[src/rtl/ocp_pkg.sv]
`timescale 1ns/1ps
package ocp_pkg;
   typedef enum logic [2:0] {
      ST_OFF   = 3'd0,
      ST_ON    = 3'd1,
      ST_REG   = 3'd2,
      ST_LATCH = 3'd3,
      ST_HOT   = 3'd4
   } ocp_state_e;

   function automatic logic state_conducts(input ocp_state_e s);
      return (s == ST_ON) || (s == ST_REG);
   endfunction
endpackage

[src/rtl/ocp_en_qual.sv]
`timescale 1ns/1ps
module ocp_en_qual #(
   parameter bit EN_ACTIVE_HIGH = 1'b1
) (
   input  logic supply_ok,
   input  logic en_pin,
   output logic go
);
   logic en_act;

   generate
      if (EN_ACTIVE_HIGH) begin : g_hi
         assign en_act = en_pin;
      end else begin : g_lo
         assign en_act = ~en_pin;
      end
   endgenerate

   assign go = supply_ok & en_act;
endmodule

[src/rtl/ocp_interval_timer.sv]
`timescale 1ns/1ps
module ocp_interval_timer #(
   parameter int TICK_DIV = 50000,
   parameter int TICKS    = 12
) (
   input  logic clk,
   input  logic rst_n,
   input  logic run,
   output logic done
);
   localparam int PW = (TICK_DIV > 1) ? $clog2(TICK_DIV) : 1;
   localparam int CW = $clog2(TICKS + 1);
   localparam logic [PW-1:0] PRE_LAST = PW'(TICK_DIV - 1);
   localparam logic [CW-1:0] CNT_END  = CW'(TICKS);

   generate
      if (TICK_DIV < 2) begin : g_bad_div
         $error("ocp_interval_timer: TICK_DIV must be at least 2");
      end
      if (TICKS < 1) begin : g_bad_ticks
         $error("ocp_interval_timer: TICKS must be at least 1");
      end
   endgenerate

   logic [PW-1:0] pre_q;
   logic [CW-1:0] cnt_q;

   assign done = (cnt_q == CNT_END);

   always_ff @(posedge clk or negedge rst_n) begin
      if (!rst_n) begin
         pre_q <= '0;
         cnt_q <= '0;
      end else if (!run) begin
         pre_q <= '0;
         cnt_q <= '0;
      end else if (!done) begin
         if (pre_q == PRE_LAST) begin
            pre_q <= '0;
            cnt_q <= cnt_q + 1'b1;
         end else begin
            pre_q <= pre_q + 1'b1;
         end
      end
   end

   // a stopped timer restarts from zero
   p_restart_r5: assert property (@(posedge clk) disable iff (!rst_n)
      !run |=> !done);
   // expiry is sticky while the period runs
   p_done_sticky_r4: assert property (@(posedge clk) disable iff (!rst_n)
      (run && done) |=> (done || !run));
   // count never passes its end value
   p_cnt_bound_r6: assert property (@(posedge clk) disable iff (!rst_n)
      cnt_q <= CNT_END);
endmodule

[src/rtl/ocp_seq_fsm.sv]
`timescale 1ns/1ps
module ocp_seq_fsm
   import ocp_pkg::*;
(
   input  logic       clk,
   input  logic       rst_n,
   input  logic       supply_ok,
   input  logic       go,
   input  logic       oc,
   input  logic       ot,
   input  logic       reg_done,
   output ocp_state_e st,
   output logic       fast_q
);
   ocp_state_e nxt;
   logic       fast_nxt;

   always_comb begin
      nxt = st;
      if (!supply_ok) begin
         nxt = ST_OFF;
      end else begin
         case (st)
            ST_OFF:   if (go && !ot) nxt = ST_ON;
            ST_ON: begin
               if (!go)     nxt = ST_OFF;
               else if (ot) nxt = ST_HOT;
               else if (oc) nxt = ST_REG;
            end
            ST_REG: begin
               if (!go)           nxt = ST_OFF;
               else if (ot)       nxt = ST_HOT;
               else if (!oc)      nxt = ST_ON;
               else if (reg_done) nxt = ST_LATCH;
            end
            ST_LATCH: if (!go) nxt = ST_OFF;
            ST_HOT:   if (!go || !ot) nxt = ST_OFF;
            default:  nxt = ST_OFF;
         endcase
      end
   end

   always_comb begin
      fast_nxt = fast_q;
      if (state_conducts(nxt))               fast_nxt = 1'b0;
      else if (!supply_ok)                   fast_nxt = 1'b1;
      else if (st == ST_ON && nxt == ST_OFF) fast_nxt = 1'b0;
      else if (nxt != st)                    fast_nxt = 1'b1;
   end

   always_ff @(posedge clk or negedge rst_n) begin
      if (!rst_n) begin
         st     <= ST_OFF;
         fast_q <= 1'b1;
      end else begin
         st     <= nxt;
         fast_q <= fast_nxt;
      end
   end

   // the latched state is left only through enable or supply
   p_latch_hold_r7: assert property (@(posedge clk) disable iff (!rst_n)
      (st == ST_LATCH && go) |=> st == ST_LATCH);
endmodule

[src/rtl/ocp_latch_ctrl.sv]
`timescale 1ns/1ps
module ocp_latch_ctrl
   import ocp_pkg::*;
#(
   parameter int TICK_DIV       = 50000,
   parameter int REG_TICKS      = 12,
   parameter int BLANK_TICKS    = 12,
   parameter bit EN_ACTIVE_HIGH = 1'b1
) (
   input  logic clk,
   input  logic rst_n,
   input  logic supply_ok,
   input  logic en_pin,
   input  logic oc_flag,
   input  logic ot_flag,
   output logic sw_on,
   output logic fast_off,
   output logic reg_active,
   output logic fault_n
);
   ocp_state_e st;
   logic go, reg_done, blank_done, fast_q;
   logic reg_run, blank_run;

   ocp_en_qual #(.EN_ACTIVE_HIGH(EN_ACTIVE_HIGH)) u_en (
      .supply_ok (supply_ok),
      .en_pin    (en_pin),
      .go        (go)
   );

   assign reg_run   = (st == ST_REG);
   assign blank_run = (st == ST_ON) || (st == ST_REG) || (st == ST_LATCH);

   ocp_interval_timer #(.TICK_DIV(TICK_DIV), .TICKS(REG_TICKS)) u_reg_tmr (
      .clk   (clk),
      .rst_n (rst_n),
      .run   (reg_run),
      .done  (reg_done)
   );

   ocp_interval_timer #(.TICK_DIV(TICK_DIV), .TICKS(BLANK_TICKS)) u_blank_tmr (
      .clk   (clk),
      .rst_n (rst_n),
      .run   (blank_run),
      .done  (blank_done)
   );

   ocp_seq_fsm u_fsm (
      .clk       (clk),
      .rst_n     (rst_n),
      .supply_ok (supply_ok),
      .go        (go),
      .oc        (oc_flag),
      .ot        (ot_flag),
      .reg_done  (reg_done),
      .st        (st),
      .fast_q    (fast_q)
   );

   assign sw_on      = state_conducts(st);
   assign reg_active = reg_run;
   assign fast_off   = fast_q;
   assign fault_n    = ~((st == ST_LATCH) && blank_done);

   // no conduction without supply and active enable
   p_needs_go_r2: assert property (@(posedge clk) disable iff (!rst_n)
      !go |=> !sw_on);
   // supply loss clears everything and pulls down hard
   p_supply_loss_r9: assert property (@(posedge clk) disable iff (!rst_n)
      !supply_ok |=> (fault_n && fast_off && !sw_on && !reg_active));
   // a reported fault persists while supply and enable persist
   p_single_fault_r7: assert property (@(posedge clk) disable iff (!rst_n)
      (!fault_n && go) |=> (!fault_n && !sw_on));
   // over-temperature forces the switch off
   p_hot_off_r11: assert property (@(posedge clk) disable iff (!rst_n)
      ot_flag |=> !sw_on);
   // turn-off from regulation always uses the fast pulldown
   p_reg_exit_fast_r10: assert property (@(posedge clk) disable iff (!rst_n)
      (reg_active && !sw_on) == 1'b0 && ($fell(sw_on) && $past(reg_active)) |-> fast_off);
endmodule

[config.mk]
export PLATFORM = sky130hd
export DESIGN_NAME = ocp_latch_ctrl
export DESIGN_NICKNAME = d
export VERILOG_FILES = /design/src/rtl/ocp_pkg.sv /design/src/rtl/ocp_en_qual.sv /design/src/rtl/ocp_interval_timer.sv /design/src/rtl/ocp_seq_fsm.sv /design/src/rtl/ocp_latch_ctrl.sv
export SDC_FILE = /design/constraint.sdc
export NUM_CORES = 1
export LEC_CHECK = 0
export CAP_MARGIN = 20
export CORE_MARGIN = 8
export CORE_UTILIZATION = 60
export DETAILED_ROUTE_END_ITERATION = 12
export GPL_ROUTABILITY_DRIVEN = 0
export GPL_TIMING_DRIVEN = 0
export PLACE_DENSITY = 0.83
export SYNTH_ARGS = -nofsm -noshare
export SYNTH_HDL_FRONTEND = slang
export SYNTH_SLANG_ARGS = --single-unit
[constraint.sdc]
create_clock -name clk -period 2.27 [get_ports clk]
set_clock_uncertainty 0.2 [all_clocks]
set_input_delay 0.227 -clock clk [delete_from_list [all_inputs] [get_ports clk]]
set_output_delay 0.227 -clock clk [all_outputs]
set_load 0.05 [all_outputs]
Word-level counts from Yosys, hierarchy flattened:

Index checks and enable logic that the tools add are counted.

* bits in registers: 44
* word-level logic and storage cells: 69

* bitwise gates (word level): 2
* add/sub/neg operators: 4
* multiplexer cells: 28
* equal/unequal tests: 16
* reduce and logical (&&, ||, !) cells: 13

Operators with widths (number)
* 16-bit two-way mux: 6
* 3-bit two-way mux: 11
* 16-bit by 1-bit adder with 16-bit output, second input constant: 2
* 16-bit equality test, second input constant: 2
* 4-bit two-way mux: 6
* 3-bit one-hot mux with 5 select lines: 1
* 3-bit by 2-bit equality test with 1-bit output, second input constant: 3
* 4-bit by 1-bit adder with 4-bit output, second input constant: 2
* 4-bit equality test, second input constant: 2
* 2-bit != test, second input constant: 4
* 3-bit by 1-bit equality test with 1-bit output, second input constant: 2
* 3-bit logical NOT: 2
* 1-bit logical OR: 4
* 1-bit two-way mux: 4
* 4-bit by 1-bit != test with 1-bit output, second input constant: 1
* 2-bit AND reduction: 2
* 3-bit equality test, second input constant: 1
* 1-bit logical AND: 3
* 3-bit != test: 1
* 1-bit logical NOT: 2
* 1-bit AND: 1
* 1-bit inverter: 1

Longest topological paths before layout:

Gate-level depths: netlist of the first run.

* depth after elaboration: 12
* mapped depth: 7
* depth with buffers taken out: 6

Modules after synthesis:

Synthesis of the first run repeated with hierarchy kept, for this count alone.

* cells, all modules: 286
* area, all modules: 2612.5 µm²

Modules (own cells, without submodules)
* ocp_interval_timer (u_reg_tmr): area each 1124.8 µm², cells an instance 122, times used 1, seq. area each 500.5 µm²
* ocp_interval_timer (u_blank_tmr): area each 1108.6 µm², cells an instance 114, times used 1, seq. area each 500.5 µm²
* ocp_seq_fsm: area each 336.6 µm², cells an instance 43, times used 1, seq. area each 101.3 µm²
* ocp_latch_ctrl: area each 36.3 µm², cells an instance 6, times used 1, seq. area each 0.0 µm²
* ocp_en_qual: area each 6.3 µm², cells an instance 1, times used 1, seq. area each 0.0 µm²

Worst setup path before layout of the first run:

OpenSTA, ideal clock, no wires.

* kind: flip-flop to flip-flop
* start: register u_reg_tmr.cnt_q[0]
* end: register u_reg_tmr.pre_q[11]
* stages on the path, launching flop included: 7
* path buffers: 0
* library setup time: 78 ps
* data arrival time: 1802 ps
* setup slack: 190 ps
* cells stage by stage: dfrtp_1 inv_1 ha_1 and3_1 a211o_1 or4_1 a21oi_1

* longest elaborated chain between the ends: 2

Ends and longest elaborated chain
* from (decl): line ocp_interval_timer.sv:26 `logic [CW-1:0] cnt_q;`
* from (signal assigned): line ocp_interval_timer.sv:40 `cnt_q <= cnt_q + 1'b1;`
* 4-bit equality test: line ocp_interval_timer.sv:28 `assign done = (cnt_q == CNT_END);`
* 2-bit != test (no line)
* to (signal assigned): line ocp_interval_timer.sv:42 `pre_q <= pre_q + 1'b1;`
* to (decl): line ocp_interval_timer.sv:25 `logic [PW-1:0] pre_q;`

No other way between the ends.
A chain may end at the register's enable or synchronous reset.

Worst setup path after layout of the first run:

* start: register u_blank_tmr.cnt_q[0]
* end: output port fault_n

* longest elaborated chain between the ends: 3

Ends and longest elaborated chain
* from (decl): line ocp_interval_timer.sv:26
* from (signal assigned): line ocp_interval_timer.sv:40
* 4-bit equality test: line ocp_interval_timer.sv:28
* 1-bit logical AND: line ocp_latch_ctrl.sv:63 `assign fault_n = ~((st == ST_LATCH) && blank_done);`
* 1-bit inverter: line ocp_latch_ctrl.sv:63
* to (decl): line ocp_latch_ctrl.sv:19 `output logic fault_n`

No other way between the ends.

==> results of run 1 <==
## power breakdown
group	total [mW]	internal, mW	switching, mW
clock network	0.658	0.389	0.269
logic	0.0812	0.0296	0.0516
registers	0.790	0.788	0.00255
## worst paths after layout
kind                       slack [ns]               endpoint
max reg2reg                      0.09    u_reg_tmr.pre_q[11]
min in group clk                 0.35  u_blank_tmr.pre_q[15]
min reg2reg                      0.35  u_blank_tmr.pre_q[15]
min                              0.15  u_blank_tmr.pre_q[11]
max in group asynchronous        1.17           u_fsm.fast_q
max                              0.08                fault_n
## registers in the layout, indices dropped and copies added (netlist names)
| name | flops |
|---|---|
| u_reg_tmr.cnt_q | 4 |
| u_blank_tmr.cnt_q | 4 |
| u_fsm.st | 3 |
| u_blank_tmr.pre_q | 16 |
| u_fsm.fast_q | 1 |
| u_reg_tmr.pre_q | 16 |
## cells in the final DEF (no fill, tap or decap), drive strengths merged, types with 3 or more instances in the layout
cell type and n:
dfrtp 43, inv 9, a21oi 29, or3 13, ha 6, xnor2 8
nor2 13, buf 13, and4 9, nor4b 3, nor3 4, clkdlybuf4s50 5
o21ai 26, nand4 9, a211oi 3, and3 8, nand2 17, or4 6
o31ai 4, xor2 4, nand3 21, clkbuf 13
## layout make-up
cell class / count / area [um^2]
clock buffer: 7 / 96.3
buffer: 11 / 60.1
tap: 50 / 62.6
fill: 290 / 1120
inverter: 9 / 33.8
sequential: 44 / 1100
clock inverter: 1 / 30.0
multi-input combinational: 214 / 1370
timing repair buffer: 16 / 155
## layer usage
layer  vias to the layer above  track usage
met5                         -            0
met4                         0       0.0804
met3                         8       0.0419
met2                        41        0.306
met1                      1105        0.211
li1                       1094            -
## cells by family after synthesis
kind of cell	after synthesis	synth area share
simple gates	115	0.263
buf+inv	20	0.0327
flops	44	0.436
xor+xnor	12	0.0416
compound gates	81	0.197
fa+ha+maj	6	0.0297
## timing repair
item | CTS | global route
resized for setup | 13 | 12
hold buffers | 1 | 0
endpoints found under the setup margin | 5 | 16
endpoints found under the hold margin | 43 | 0
setup buffers | 0 | 5
pin swaps | 0 | 2
## worst register-to-register path, delay by kind of cell (launching register included)
family	cells	cell delay [ns]
compound gates	2	0.52
fa+ha+maj	1	0.20
buf+inv	1	0.07
flops	1	0.39
simple gates	2	0.72
## stage by stage
stage / area (um^2) / setup slack, ns
global placement: 2680 / -0.364
floorplan: 2530 / 0.190
detailed placement: 2700 / -0.254
CTS: 2830 / 0.0117
global route: 2910 / 0.00225
finish: 2910 / 0.0778
==> impl_metrics.yaml, run 1 <==
setup_path:
  cp-startpoint: "u_blank_tmr.cnt_q[0]"
  setup.worst_path.end_class: "output port"
  timing.rr.start: "u_reg_tmr.cnt_q[0]"
  cpMaxStageDelayCell: "dfrtp_1"
  cpMostUsedCell: "buf_6"
  reg2regPathDepth: 6
  criticalPathCategory: "flop to output port"
  path_cells: "inv_1 > ha_1 > nand3_1 > buf_6 > or3_1 > buf_6"
  path_delay_family: "simple AND/OR/NAND/NOR gates"
  cp_num_cells: 6
  crit_arrival_ns: 1.77
  path_buf_inv: 3
  worstPathRequired_ns: 1.84
  critPathMaxStageDelay_ns: 0.42
  start_kind: "flop"
  cp_max_fo: 10
power:
  peakVddDrop_mv: 0.407
  p_total_mw: 1.53
  power_density_nw_per_um2: 526
  leakage_nw: 1.12
global_routing:
  grt_overflow: 0
  grt_pass1_vias: 2149
  grt_pass1_wl_mm: 9.45
  antenna_found_initial: 0
  grt_util_all_layers: 0.179
  grt_max_degree: 32
sta:
  timing.hold.ws_ns: 0.147
  setup_viol: 0
  worst_pin_slew_ns: 0.494
  min_period_ns: 2.19
  relSlewSlack: 0.669
  hold_viol: 0
  rsz0062_at_grt: "no"
  fmax_mhz: 456
  maxSlewViolCount: 0
  setup_tns_ns: 0
  post-route-period-util: 0.966
route:
  wl_met1_mm: 2.45
  post_drt_wl_per_cell_um: 16.0
  routed_wl_mm: 5.65
  detail-route-antenna-nets: 0
  wl_met2_mm: 2.94
  route.detailed.drc: 0
  num_vias: 2248
  drt_iter0_markers: 156
  viasPerCell: 6.39
  firstDrtPassIters: 4
  top_layer: "met4"
  met3_length_um: 171
floorplan:
  rows: 23
  die_x_um: 80.9
  die_h_um: 80.9
  io_pins: 10
  fp.dieArea_um2: 6550
  initial_core_util: 0.628
  coreArea_um2: 4030
placement:
  hpwl_mm: 3.96
  dp_cells: 338
  io_buffers: 9
clocking:
  cts_buffers: 5
  cts-root-buf: "clkbuf_8"
  tritoncts: "built"
  cts.sinks: 44
  clkTransAtPathRegs_ns: 0.09
  htree_levels: 2
  clk_latency_ns: 0.30
  clock_path_buffers: 2
synth:
  synthCells: 278
  synth_most_common_cell: "dfrtp_1"
  yosysTopAreaCell: "dfrtp_1"
  synth_edf_count: 0
  synth_area_leaders: "dfrtp_1, a21oi_1, o21ai_0"
  synth.top_cell.area_share: 0.426
  synth_ff_type: "dfrtp_1"
  yosysSeqAreaShare: 0.436
  ys_ff_latch: 44
  async_reset_ff_frac: 1.00
  ys_types: 50
  synth_area_um2: 2530
  avgSynthCellArea_um2: 9.10
  synth_nets: 290
  yosys_warnings: 0
  netlist_top_cells_count: "dfrtp_1, a21oi_1, o21ai_0, nand3_1, nand2_1"
run:
  maxCapViolations: 0
finish:
  synthToLayoutAreaGrowth_pct: 15.0
  layout-drive-gt1-share: 0.119
  utilization: 0.722
  finish.net_count: 313
  stdcell_count: 352
  diodes: 0
status:
  outcome: "complete, no violations"
min_path:
  hp-class: "primary input to asynchronous set/reset pin"
Power figures use the tool's default switching activity.
==> inputs of run 2 (changes only) <==
--- a/config.mk
+++ b/config.mk
@@ -9,7 +9,7 @@
 export CORE_MARGIN = 8
 export CORE_UTILIZATION = 60
 export DETAILED_ROUTE_END_ITERATION = 12
-export GPL_ROUTABILITY_DRIVEN = 0
+export GPL_ROUTABILITY_DRIVEN = 1
 export GPL_TIMING_DRIVEN = 0
 export PLACE_DENSITY = 0.83
 export SYNTH_ARGS = -nofsm -noshare
==> results of run 2 <==
No change in the layout: final DEF, timing and power equal those of run 1.
